**config.mk**
```make
export PLATFORM = sky130hd
export DESIGN_NAME = ep_fifo_access
export DESIGN_NICKNAME = d
export VERILOG_FILES = /design/src/rtl/epf_pkg.sv /design/src/rtl/epf_fifo.sv /design/src/rtl/epf_pace.sv /design/src/rtl/epf_csr.sv /design/src/rtl/ep_fifo_access.sv
export SDC_FILE = /design/constraint.sdc
export NUM_CORES = 1
export LEC_CHECK = 0
export ABC_AREA = 1
export BUFFER_PORTS_ARGS = -buffer_cell sky130_fd_sc_hd__buf_2
export CAP_MARGIN = 20
export CORE_MARGIN = 2
export CORE_UTILIZATION = 60
export DETAILED_ROUTE_END_ITERATION = 12
export PLACE_DENSITY = 0.81
export SETUP_SLACK_MARGIN = 0.05
export SYNTH_ARGS = -nofsm -noshare
export SYNTH_HDL_FRONTEND = slang
export SYNTH_HIERARCHICAL = 1
export SYNTH_SLANG_ARGS = --single-unit
```
**constraint.sdc**
```tcl
create_clock -name clk_i -period 6.7 [get_ports clk_i]
set_input_delay 1.34 -clock clk_i [delete_from_list [all_inputs] [get_ports clk_i]]
set_output_delay 1.34 -clock clk_i [all_outputs]
set_load 0.02 [all_outputs]
```
**src/rtl/epf_pkg.sv**
```systemverilog
package epf_pkg;
  localparam int NUM_EP = 3;
  localparam int DW     = 8;
  localparam int SELW   = 2;
  localparam logic [SELW-1:0] SEL_RSVD = 2'b11;

  // bit positions inside the command/status byte
  localparam int B_REQ   = 0;
  localparam int B_TX    = 1;
  localparam int B_CLR   = 2;
  localparam int B_SEL0  = 3;
  localparam int B_SEL1  = 4;
  localparam int B_SETUP = 5;
  localparam int B_RDY   = 6;
  localparam int B_ZLP   = 7;
endpackage

```
**src/rtl/epf_fifo.sv**
```systemverilog
module epf_fifo #(
  parameter int DW    = 8,
  parameter int DEPTH = 8
) (
  input  logic          clk_i,
  input  logic          rst_ni,
  input  logic          push_i,
  input  logic [DW-1:0] wdata_i,
  input  logic          pop_i,
  input  logic          flush_i,
  output logic [DW-1:0] rdata_o,
  output logic          empty_o,
  output logic          full_o
);
  localparam int AW = (DEPTH > 1) ? $clog2(DEPTH) : 1;
  localparam int CW = $clog2(DEPTH + 1);
  localparam logic [AW-1:0] LAST = AW'(DEPTH - 1);
  localparam logic [CW-1:0] FULLC = CW'(DEPTH);

  logic [DW-1:0] mem_q [DEPTH];
  logic [AW-1:0] rptr_q, wptr_q;
  logic [CW-1:0] cnt_q;
  logic          push_ok, pop_ok;

  assign empty_o = (cnt_q == '0);
  assign full_o  = (cnt_q == FULLC);
  assign push_ok = push_i && !full_o && !flush_i;
  assign pop_ok  = pop_i && !empty_o && !flush_i;
  assign rdata_o = mem_q[rptr_q];

  function automatic logic [AW-1:0] nxt(input logic [AW-1:0] p);
    return (p == LAST) ? '0 : p + 1'b1;
  endfunction

  always_ff @(posedge clk_i or negedge rst_ni) begin
    if (!rst_ni) begin
      rptr_q <= '0;
      wptr_q <= '0;
      cnt_q  <= '0;
    end else if (flush_i) begin
      rptr_q <= '0;
      wptr_q <= '0;
      cnt_q  <= '0;
    end else begin
      if (push_ok) wptr_q <= nxt(wptr_q);
      if (pop_ok)  rptr_q <= nxt(rptr_q);
      case ({push_ok, pop_ok})
        2'b10:   cnt_q <= cnt_q + 1'b1;
        2'b01:   cnt_q <= cnt_q - 1'b1;
        default: cnt_q <= cnt_q;
      endcase
    end
  end

  always_ff @(posedge clk_i) begin
    if (push_ok) mem_q[wptr_q] <= wdata_i;
  end

  AST_FLUSH_EMPTIES: assert property (@(posedge clk_i) disable iff (!rst_ni)
    flush_i |=> empty_o);
  AST_NO_OVERFLOW: assert property (@(posedge clk_i) disable iff (!rst_ni)
    full_o && push_i && !pop_i && !flush_i |=> full_o && $stable(wptr_q));
  AST_NO_UNDERFLOW: assert property (@(posedge clk_i) disable iff (!rst_ni)
    empty_o && pop_i && !push_i |=> empty_o && $stable(rptr_q));
endmodule

```
**src/rtl/epf_pace.sv**
```systemverilog
module epf_pace #(
  parameter int CYC = 96
) (
  input  logic clk_i,
  input  logic rst_ni,
  input  logic start_i,
  input  logic clr_i,
  output logic busy_o
);
  localparam int CW = $clog2(CYC + 1);
  localparam logic [CW-1:0] LOAD = CW'(CYC);

  logic [CW-1:0] cnt_q;

  assign busy_o = (cnt_q != '0);

  always_ff @(posedge clk_i or negedge rst_ni) begin
    if (!rst_ni)          cnt_q <= '0;
    else if (clr_i)       cnt_q <= '0;
    else if (start_i)     cnt_q <= LOAD;
    else if (cnt_q != '0) cnt_q <= cnt_q - 1'b1;
  end

  AST_START_BUSY: assert property (@(posedge clk_i) disable iff (!rst_ni)
    start_i && !clr_i |=> busy_o);
  AST_COUNT_DOWN: assert property (@(posedge clk_i) disable iff (!rst_ni)
    busy_o && !start_i && !clr_i |=> cnt_q == $past(cnt_q) - 1'b1);
endmodule

```
**src/rtl/epf_csr.sv**
```systemverilog
module epf_csr
  import epf_pkg::*;
(
  input  logic            clk_i,
  input  logic            rst_ni,
  input  logic            bus_rst_i,
  input  logic            wr_i,
  input  logic [DW-1:0]   wdata_i,
  input  logic            setup_evt_i,
  input  logic            zlp_evt_i,
  output logic            req_o,
  output logic            tx_o,
  output logic            clr_o,
  output logic [SELW-1:0] sel_o,
  output logic            setup_o,
  output logic            zlp_o
);
  logic            req_q, tx_q, clr_q, setup_q, zlp_q;
  logic [SELW-1:0] sel_q;

  always_ff @(posedge clk_i or negedge rst_ni) begin
    if (!rst_ni) begin
      req_q <= 1'b0; tx_q <= 1'b0; clr_q <= 1'b0;
      sel_q <= '0;   setup_q <= 1'b0; zlp_q <= 1'b0;
    end else if (bus_rst_i) begin
      req_q <= 1'b0; tx_q <= 1'b0; clr_q <= 1'b0;
      sel_q <= '0;   setup_q <= 1'b0; zlp_q <= 1'b0;
    end else begin
      if (wr_i) begin
        req_q <= wdata_i[B_REQ];
        tx_q  <= wdata_i[B_TX];
        clr_q <= wdata_i[B_CLR];
        sel_q <= {wdata_i[B_SEL1], wdata_i[B_SEL0]};
      end
      // host set beats firmware write-one-to-clear
      setup_q <= setup_evt_i | (setup_q & ~(wr_i & wdata_i[B_SETUP]));
      zlp_q   <= zlp_evt_i   | (zlp_q   & ~(wr_i & wdata_i[B_ZLP]));
    end
  end

  assign req_o   = req_q;
  assign tx_o    = tx_q;
  assign clr_o   = clr_q;
  assign sel_o   = sel_q;
  assign setup_o = setup_q;
  assign zlp_o   = zlp_q;

  AST_BUS_RESET_CLEARS: assert property (@(posedge clk_i) disable iff (!rst_ni)
    bus_rst_i |=> !req_o && !tx_o && !clr_o && sel_o == '0 && !setup_o && !zlp_o);
  AST_SETUP_CAPTURED: assert property (@(posedge clk_i) disable iff (!rst_ni)
    setup_evt_i && !bus_rst_i |=> setup_o);
  AST_ZLP_STICKY: assert property (@(posedge clk_i) disable iff (!rst_ni)
    zlp_o && !bus_rst_i && !(wr_i && wdata_i[B_ZLP]) |=> zlp_o);
endmodule

```
**src/rtl/ep_fifo_access.sv**
```systemverilog
module ep_fifo_access
  import epf_pkg::*;
#(
  parameter int          DEPTH      = 8,
  parameter int          SETTLE_CYC = 96,
  parameter logic [7:0]  CSR_ADDR   = 8'h46,
  parameter logic [7:0]  WIN_BASE   = 8'h48
) (
  input  logic                 clk_i,
  input  logic                 rst_ni,
  input  logic                 bus_rst_i,
  input  logic [7:0]           reg_addr_i,
  input  logic                 reg_we_i,
  input  logic                 reg_re_i,
  input  logic [DW-1:0]        reg_wdata_i,
  output logic [DW-1:0]        reg_rdata_o,
  input  logic [NUM_EP-1:0]    host_push_i,
  input  logic [DW-1:0]        host_wdata_i,
  input  logic [NUM_EP-1:0]    host_pop_i,
  output logic [NUM_EP*DW-1:0] host_rdata_o,
  output logic [NUM_EP-1:0]    host_empty_o,
  output logic [NUM_EP-1:0]    host_full_o,
  input  logic                 host_setup_i,
  input  logic                 host_zlp_i
);
  logic            req, tx, clr_bit, setup_f, zlp_f;
  logic [SELW-1:0] sel;
  logic            csr_wr, csr_rd, sel_valid, win_hit, busy, ready;
  logic            sel_empty, sel_full, fw_rd_ok, fw_wr_ok, flush_wr;
  logic [DW-1:0]   head [NUM_EP];
  logic [DW-1:0]   sel_head, csr_byte;
  logic [NUM_EP-1:0] empty_v, full_v;

  assign csr_wr    = reg_we_i && (reg_addr_i == CSR_ADDR);
  assign csr_rd    = reg_re_i && (reg_addr_i == CSR_ADDR);
  assign sel_valid = (sel != SEL_RSVD);
  assign win_hit   = sel_valid && (reg_addr_i == WIN_BASE + 8'(sel));
  assign flush_wr  = csr_wr && reg_wdata_i[B_CLR];

  epf_csr u_csr (
    .clk_i      (clk_i),
    .rst_ni     (rst_ni),
    .bus_rst_i  (bus_rst_i),
    .wr_i       (csr_wr),
    .wdata_i    (reg_wdata_i),
    .setup_evt_i(host_setup_i),
    .zlp_evt_i  (host_zlp_i),
    .req_o      (req),
    .tx_o       (tx),
    .clr_o      (clr_bit),
    .sel_o      (sel),
    .setup_o    (setup_f),
    .zlp_o      (zlp_f)
  );

  epf_pace #(.CYC(SETTLE_CYC)) u_pace (
    .clk_i  (clk_i),
    .rst_ni (rst_ni),
    .start_i(fw_rd_ok || fw_wr_ok),
    .clr_i  (bus_rst_i),
    .busy_o (busy)
  );

  always_comb begin
    sel_empty = 1'b1;
    sel_full  = 1'b1;
    sel_head  = '0;
    for (int k = 0; k < NUM_EP; k++) begin
      if (sel == SELW'(k)) begin
        sel_empty = empty_v[k];
        sel_full  = full_v[k];
        sel_head  = head[k];
      end
    end
  end

  assign ready    = req && sel_valid && !busy && (tx ? !sel_full : !sel_empty);
  assign fw_rd_ok = reg_re_i && win_hit && req && !tx && ready;
  assign fw_wr_ok = reg_we_i && win_hit && req &&  tx && ready;

  assign csr_byte = {zlp_f, ready, setup_f, sel, clr_bit, tx, req};

  always_comb begin
    if (csr_rd)        reg_rdata_o = csr_byte;
    else if (fw_rd_ok) reg_rdata_o = sel_head;
    else               reg_rdata_o = '0;
  end

  for (genvar k = 0; k < NUM_EP; k++) begin : g_ep
    logic hit_sel, fw_push, fw_pop;
    assign hit_sel = (sel == SELW'(k));
    assign fw_push = fw_wr_ok && hit_sel;
    assign fw_pop  = fw_rd_ok && hit_sel;

    epf_fifo #(.DW(DW), .DEPTH(DEPTH)) u_fifo (
      .clk_i  (clk_i),
      .rst_ni (rst_ni),
      .push_i (fw_push || host_push_i[k]),
      .wdata_i(fw_push ? reg_wdata_i : host_wdata_i),
      .pop_i  (fw_pop || host_pop_i[k]),
      .flush_i(flush_wr && ({reg_wdata_i[B_SEL1], reg_wdata_i[B_SEL0]} == SELW'(k))),
      .rdata_o(head[k]),
      .empty_o(empty_v[k]),
      .full_o (full_v[k])
    );

    assign host_rdata_o[k*DW +: DW] = head[k];
  end

  assign host_empty_o = empty_v;
  assign host_full_o  = full_v;

  AST_ACCESS_DROPS_READY: assert property (@(posedge clk_i) disable iff (!rst_ni)
    (fw_rd_ok || fw_wr_ok) |=> !ready);
  AST_RSVD_NO_READY: assert property (@(posedge clk_i) disable iff (!rst_ni)
    (sel == SEL_RSVD) |-> !ready);
  AST_RD_NEEDS_DATA: assert property (@(posedge clk_i) disable iff (!rst_ni)
    fw_rd_ok |-> !sel_empty && !busy);
endmodule

```
== Word level (Yosys, flattened, before mapping) ==
Memories as Yosys holds them, arrays and structs flattened.
Cells that the tools add are included.

* Word-level logic and storage cells: 194
* ROM bits: 0
* Memory bits (writable): 192
* Bits in latches: 0
* Memories kept: 3
* Input bits: 37
* Output and inout bits: 38
* Register bits: 44

* Eq/ne operators: 22
* Muxes and demuxes: 58
* Add/subtract/negate cells: 14
* Shift-type cells: 0
* Multipliers: 0
* Reduce and logical (&&, ||, !) cells: 73
* Order comparisons: 0
* Bitwise gates (word level): 8
* Divide/modulo/power cells: 0

{| class="wikitable"
|+ Memories
! memory !! words !! bits a word !! read ports !! clocked after Yosys merged registers in !! wr ports !! RTL line !! source
|-
| g_ep[0].u_fifo.mem_q || 8 || 8 || 1 || 0 || 1 || epf_fifo.sv:20 || <nowiki>logic [DW-1:0] mem_q [DEPTH];</nowiki>
|-
| g_ep[1].u_fifo.mem_q || 8 || 8 || 1 || 0 || 1 || epf_fifo.sv:20 ||
|-
| g_ep[2].u_fifo.mem_q || 8 || 8 || 1 || 0 || 1 || epf_fifo.sv:20 ||
|}

{| class="wikitable"
|+ Operator list
! cell !! count
|-
| 2-to-1 mux 8 bit || 8
|-
| 2-to-1 mux 3 bit || 18
|-
| logical AND 1 bit || 36
|-
| case mux 4 bit (2 select lines) || 3
|-
| 2-to-1 mux 1 bit || 21
|-
| 2-to-1 mux 7 bit || 3
|-
| adder 3 x 1 -> 3 bit (second input constant) || 6
|-
| == test 3 bit (second input constant) || 6
|-
| nonzero test 2 bit || 7
|-
| zero test 1 bit || 13
|-
| adder 4 x 1 -> 4 bit (second input constant) || 3
|-
| == test 4 bit (second input constant) || 3
|-
| zero test 4 bit || 3
|-
| 2-to-1 mux 4 bit || 3
|-
| nonzero test 3 bit || 4
|-
| subtractor 4 x 1 -> 4 bit (second input constant) || 3
|-
| == test 2 x 1 -> 1 bit (second input constant) || 5
|-
| == test 2 bit (second input constant) || 5
|-
| adder 7 x 2 -> 8 bit (first input constant) || 1
|-
| == test 8 x 7 -> 1 bit (second input constant) || 1
|-
| == test 8 bit || 1
|-
| logical OR 1 bit || 7
|-
| nonzero test 7 bit || 1
|-
| subtractor 7 x 1 -> 7 bit (second input constant) || 1
|-
| 6 further kinds || 13
|}

== Depth between registers and ports, before layout ==
* Word-level depth: 15
* Gate-level depth with buffers: 27
* Depth with buffers taken out: 26

== Hierarchy ==
The synthesis kept the hierarchy.

{| class="wikitable"
|+ By module, submodules not included
! module !! seq. area each (µm²) !! cells each !! times used !! area each (µm²)
|-
| epf_fifo at g_ep[1].u_fifo ... || 2,172.1 || 279 || 2 || 3,210.6
|-
| epf_fifo at g_ep[0].u_fifo || 2,172.1 || 279 || 1 || 3,175.5
|-
| ep_fifo_access || 0.0 || 210 || 1 || 1,001.0
|-
| epf_pace || 175.2 || 54 || 1 || 421.7
|-
| epf_csr || 175.2 || 33 || 1 || 296.5
|}

== Worst setup path after synthesis ==
OpenSTA, ideal clock, no wires.

* Kind: input -> output
* Start: input reg_addr_i[6]
* End: output reg_rdata_o[0]
* Stages: 8
* Buffers on the path: 0
* Setup slack: 2.994 ns
* Required time: 5.360 ns
* Data arrival time: 2.366 ns
* Path through: inv_1 nor2_1 nand2_1 nor2_1 nand3_1 nor2_1 nand2_2 o21ai_0

* Word-level cells in the longest chain between the ends: 8
* Elaborated cells between the ends (all ways): 10
* Classes of those cells: eq/ne (2); mux (2); reduce/logical (6)

{| class="wikitable"
|+ RTL lines
! what !! RTL line !! source
|-
| start: declaration || ep_fifo_access.sv:12 || <nowiki>input logic [7:0] reg_addr_i,</nowiki>
|-
| == test 8 bit || ep_fifo_access.sv:37 || <nowiki>assign win_hit = sel_valid && (reg_addr_i == WIN_BASE + 8'(sel));</nowiki>
|-
| logical AND 1 bit || ep_fifo_access.sv:37 ||
|-
| logical AND 1 bit (4 in series) || ep_fifo_access.sv:78 || <nowiki>assign fw_rd_ok = reg_re_i && win_hit && req && !tx && ready;</nowiki>
|-
| 2-to-1 mux 8 bit || ep_fifo_access.sv:85 || <nowiki>else if (fw_rd_ok) reg_rdata_o = sel_head;</nowiki>
|-
| 2-to-1 mux 8 bit * || ep_fifo_access.sv:84 || <nowiki>if (csr_rd) reg_rdata_o = csr_byte;</nowiki>
|-
| end: declaration || ep_fifo_access.sv:16 || <nowiki>output logic [DW-1:0] reg_rdata_o,</nowiki>
|}

Mark *: on every way between the ends. The rest lies on a longest branch, timed or not.

== Worst setup path in the final report ==
* Start: register g_ep[2].u_fifo.rptr_q[0]
* End: output reg_rdata_o[3]

* Word-level cells in the longest chain between the ends: 4

{| class="wikitable"
|+ RTL lines
! what !! RTL line !! source
|-
| start: declaration || epf_fifo.sv:21 || <nowiki>logic [AW-1:0] rptr_q, wptr_q;</nowiki>
|-
| start signal: assignment || epf_fifo.sv:46 || <nowiki>if (pop_ok) rptr_q <= nxt(rptr_q);</nowiki>
|-
| memory (8 x 8 bit) || - ||
|-
| 2-to-1 mux 8 bit || ep_fifo_access.sv:69 || <nowiki>if (sel == SELW'(k)) begin</nowiki>
|-
| 2-to-1 mux 8 bit || ep_fifo_access.sv:85 ||
|-
| 2-to-1 mux 8 bit || ep_fifo_access.sv:84 ||
|}

Every way passes these cells.

==> results.md <==
Clocking:
- The clock passes through at most 3 buffers.
- The CTS tree is yes.
- The clock input transition at the sequential cells of the worst setup and hold paths is 0.06 ns.
- The clock net in this run drives a total of 236 sinks.
- The count of buffers added by post-CTS timing repair for setup is 0.
- The number of H-tree branching levels is 1.
- The clock root buffer is clkbuf_16.
- The clock latency at the later pin of the worst-skew pair is 0.51 ns.
- The post-cts repair resize count is 0.
- The TritonCTS buffer count is 25.
- The number of hold buffers added after cts is 0.

STA:
- Timing would allow up to 217 MHz.
- The final critical delay including setup and external delays is 4.60 ns.
- The clock arrives with 0.00749 ns of skew.
- The number of failing setup endpoints in the final timing report is 0.
- Dividing the final minimum period by the clock period gives 68.7%.
- Headroom to the max-slew limit came out at 36.1%.
- At the pin with the least slew margin, the transition time is 0.956 ns.
- The final count of pins violating max slew is 0.
- The number of hold violations in the final report was 0.
- The post-route setup TNS is 0 ns.
- Setup repair after global routing left no endpoint under its margin.

Setup path:
- The critical path start-end classification is reg -> out.
- The nature of the critical path startpoint is a register.
- The type of element capturing the critical path is an output pin.
- The endpoint arrival time on the critical path is 3.26 ns.
- The flop-to-flop setup slack is 3.04 ns.
- The maximum net fanout on the critical path is 32.
- The length in cells of the worst reg-to-reg path is 25.
- Data on the critical path is required at its endpoint by 5.36 ns.
- The startpoint of the lowest-slack register-to-register path is u_pace/cnt_q[0].
- The endpoint of the most critical register-to-register path is g_ep[1].u_fifo/cnt_q[3].

Finish:
- Cells fill 68.7% of the core in the end.
- The final layout net count is 1262.
- The final-layout fill cell count is 1350.
- 0 antenna diodes ended up in the layout.
- In the final layout, the share of cells above drive strength 1 is 16.3%.
- The area growth from synthesis to layout is 12.7%.

Power:
- The part of the power in the clock network is 27.5%.
- The internal power is 3.53 mW.
- The fraction of power spent switching nets is 39.0%.
- The portion of total power attributed to sequential cells is 36.3%.
- The share of power burned in combinational logic is 36.2%.
- Power spread over the standard cell area amounts to 454 mW/mm^2.
- VDD sags by at most 306 uV.
- The net switching power is 2.26 mW.
- The standby leakage power is 5.28 nW.

Routing:
- The overall routed net length is 27.3 mm.
- Before antenna repair, the detailed router went through 6 iterations.
- The count of unresolved DRC violations after routing is 0.
- Once detail routing completed, the nets flagged for antenna violations numbered 0.
- In the final routed layout, each cell accounts on average for 18.8 um.
- After detailed routing, the number of vias per cell comes to 5.82.
- The number of violations reported at the end of detailed-routing iteration 0 is 808.
- Across all layers, the routed design uses 8471 vias.

Die:
- The area enclosed by the die boundary is 0.0200 sq mm.
- The site row count is 50.
- The effective utilization at floorplan is 60.9%.
- The chip width is 141 um.
- The die is 141 um tall.
- 75 I/O pins were placed.
- The core region is 0.0186 sq mm.

Global route:
- The first global-routing pass estimated 43.1 mm of wire.
- The number of antenna violations at the first check in global routing came to 0.
- Summed over all layers, the global routing overflow is 0.
- The number of global-route vias before repair is 8022.
- The pin count of the biggest net entering global routing is 45.
- For this run, the total global-route usage over all layers was measured as 27.8%.

Logic synthesis:
- The number of nets in the synthesized netlist is 1192.
- The total of flip-flops plus latches after synthesis is 236.
- The Yosys step of the flow raised 6 warnings.
- The most area-hungry cell type in the Yosys netlist is edfxtp_1.
- The number of instances in the synthesized netlist is 1134.
- Yosys attributes the largest share of cell area to edfxtp_1 51%, dfrtp_1 9.7%, nand2_1 9.0%.
- Of the post-synthesis cell area, the dominant cell type holds 51.0%.
- The post-synth design cell area is 0.0113 sq mm.
- Averaged over all synthesized cells, the footprint is 9.98 sq um.
- Counting distinct cell types in the post-synthesis netlist gives 39.
- The share of synthesized area occupied by flip-flops and latches is 60.7%.

Placement:
- The half-perimeter wire length of the detailed placement result is 18.8 mm.
- Routability-driven placement finished with a final weighted congestion of 0.879.
- The count of buffers inserted at the top-level ports is 74.

Worst hold path:
- The cell depth of the worst hold path is 2.
- In this run the most critical hold path is launched from u_csr/clr_o.
- The worst hold path terminates at u_csr/clr_o.
- The tightest min-delay check is of the reg -> reg type.

Run:
- The count of max-cap constraint violations is 0.

Run status:
- The run finished with clean final reports.
critical path, stage by stage (launching register included):
cell	delay, ns
dfrtp_1	0.58
buf_4	0.32
inv_2	0.41
nor2_1	0.07
o21ai_1	0.17
a21oi_1	0.07
a31oi_1	0.39
nand2_1	0.15
nand3_1	0.17
nand2_1	0.09
o21ai_2	0.14
buf_2	0.18
per-stage QoR:
step | instances | worst slack [ns] | instance area (sq um) | hold WS, ns | total power [mW]
3_5_place_dp | 1410 | 2.56 | 11800 | 0.502 | 4.18
4_1_cts | 1454 | 2.17 | 12700 | 0.517 | 5.76
5_1_grt | 1455 | 1.93 | 12800 | 0.543 | 6.10
3_3_place_gp | 1410 | 2.62 | 11800 | 0.469 | 4.12
2_1_floorplan | 1134 | 2.99 | 11300 | 0.442 | 3.54
6_report | 1455 | 2.10 | 12800 | 0.528 | 5.79
logic make-up after synthesis:
kind of cell | Yosys count | share of synthesized area [%]
flops | 236 | 60.7
simple gates | 557 | 21.5
fa+ha+maj | 21 | 2.52
buf+inv | 114 | 5.13
xor+xnor | 3 | 0.232
compound gates | 203 | 9.94
layout make-up:
| cell class | instances | area [sq um] | share of cell area (%) |
|---|---|---|---|
| Clock inverter | 16 | 305 | 2.39 |
| Inverter | 79 | 363 | 2.84 |
| Clock buffer | 28 | 647 | 5.07 |
| Multi-Input combinational cell | 784 | 3870 | 30.3 |
| Tap cell | 234 | 293 | 2.30 |
| Sequential cell | 236 | 6870 | 53.8 |
| Timing Repair Buffer | 78 | 413 | 3.24 |
cell usage in the layout, fill, tap and decap left out, drive strengths merged, types with 2 or more instances in the layout:
master,netlist,routed
nand2,294,294
edfxtp,192,192
nor2,180,180
o21ai,129,129
buf,30,78
inv,73,73
nand3,70,70
dfrtp,44,44
a21oi,40,40
clkbuf,5,28
a31oi,24,24
ha,18,18
bufinv,3,12
clkinv,3,10
nor3,4,4
nand4,4,4
o21bai,3,3
nand3b,3,3
o22ai,3,3
xnor2,3,3
fa,3,3
o31ai,2,2
worst max-delay path by stage:
| stage | slack (ns) | cells past startpoint | end | start |
|---|---|---|---|---|
| after global placement | 2.62 | 19 | g_ep[0].u_fifo/cnt_q[3] | reg_addr_i[0] |
| after floorplan | 2.99 | 8 | reg_rdata_o[0] | reg_addr_i[6] |
| after detailed placement | 2.56 | 12 | g_ep[2].u_fifo/mem_q[6][6] | reg_addr_i[5] |
| after CTS | 2.17 | 11 | reg_rdata_o[3] | g_ep[2].u_fifo/rptr_q[0] |
| after global routing | 1.93 | 11 | reg_rdata_o[0] | g_ep[2].u_fifo/rptr_q[0] |
| final | 2.10 | 11 | reg_rdata_o[3] | g_ep[2].u_fifo/rptr_q[0] |
per-layer routing:
| layer | vias up | track usage (%) | part of all wire [%] |
|---|---|---|---|
| met5 | - | 0 | 0 |
| met2 | 390 | 47.0 | 49 |
| met4 | 0 | 9.26 | 3.2 |
| met1 | 4004 | 37.2 | 39 |
| li1 | 4007 | - | - |
| met3 | 70 | 4.22 | 8.7 |
power by group through the flow:
stage               Clock (mW)  Combinational, mW  Sequential [mW]
global placement             0               2.01             2.11
detailed placement           0               2.06             2.12
global route              1.66               2.31             2.14
finish                    1.59               2.09             2.10
floorplan                    0               1.51             2.02
CTS                       1.59               2.07             2.10
sequential cells by signal (all words and copies together), names as in the netlist:
signal / flops
u_csr/setup_o: 1
g_ep.u_fifo/rptr_q: 9
u_csr/tx_o: 1
u_csr/clr_o: 1
g_ep.u_fifo/mem_q: 192
g_ep.u_fifo/wptr_q: 9
g_ep.u_fifo/cnt_q: 12
u_csr/req_o: 1
u_pace/cnt_q: 7
u_csr/sel_o: 2
u_csr/zlp_o: 1
Yosys cell counts, drive strengths merged:
library cell and number:
a31oi 24, inv 73, nor3 4, and3 1, dfrtp 44, a21oi 40, nor2 180, clkinv 3
o21bai 3, buf 30, o31ai 2, or2 1, clkbuf 5, o22ai 3, fa 3, nand2 294
a22o 1, o21a 1, nand3 70, xnor2 3, nand4 4, nand3b 3, edfxtp 192, ha 18
bufinv 3, o21ai 129
Power figures use the tool's default switching activity.
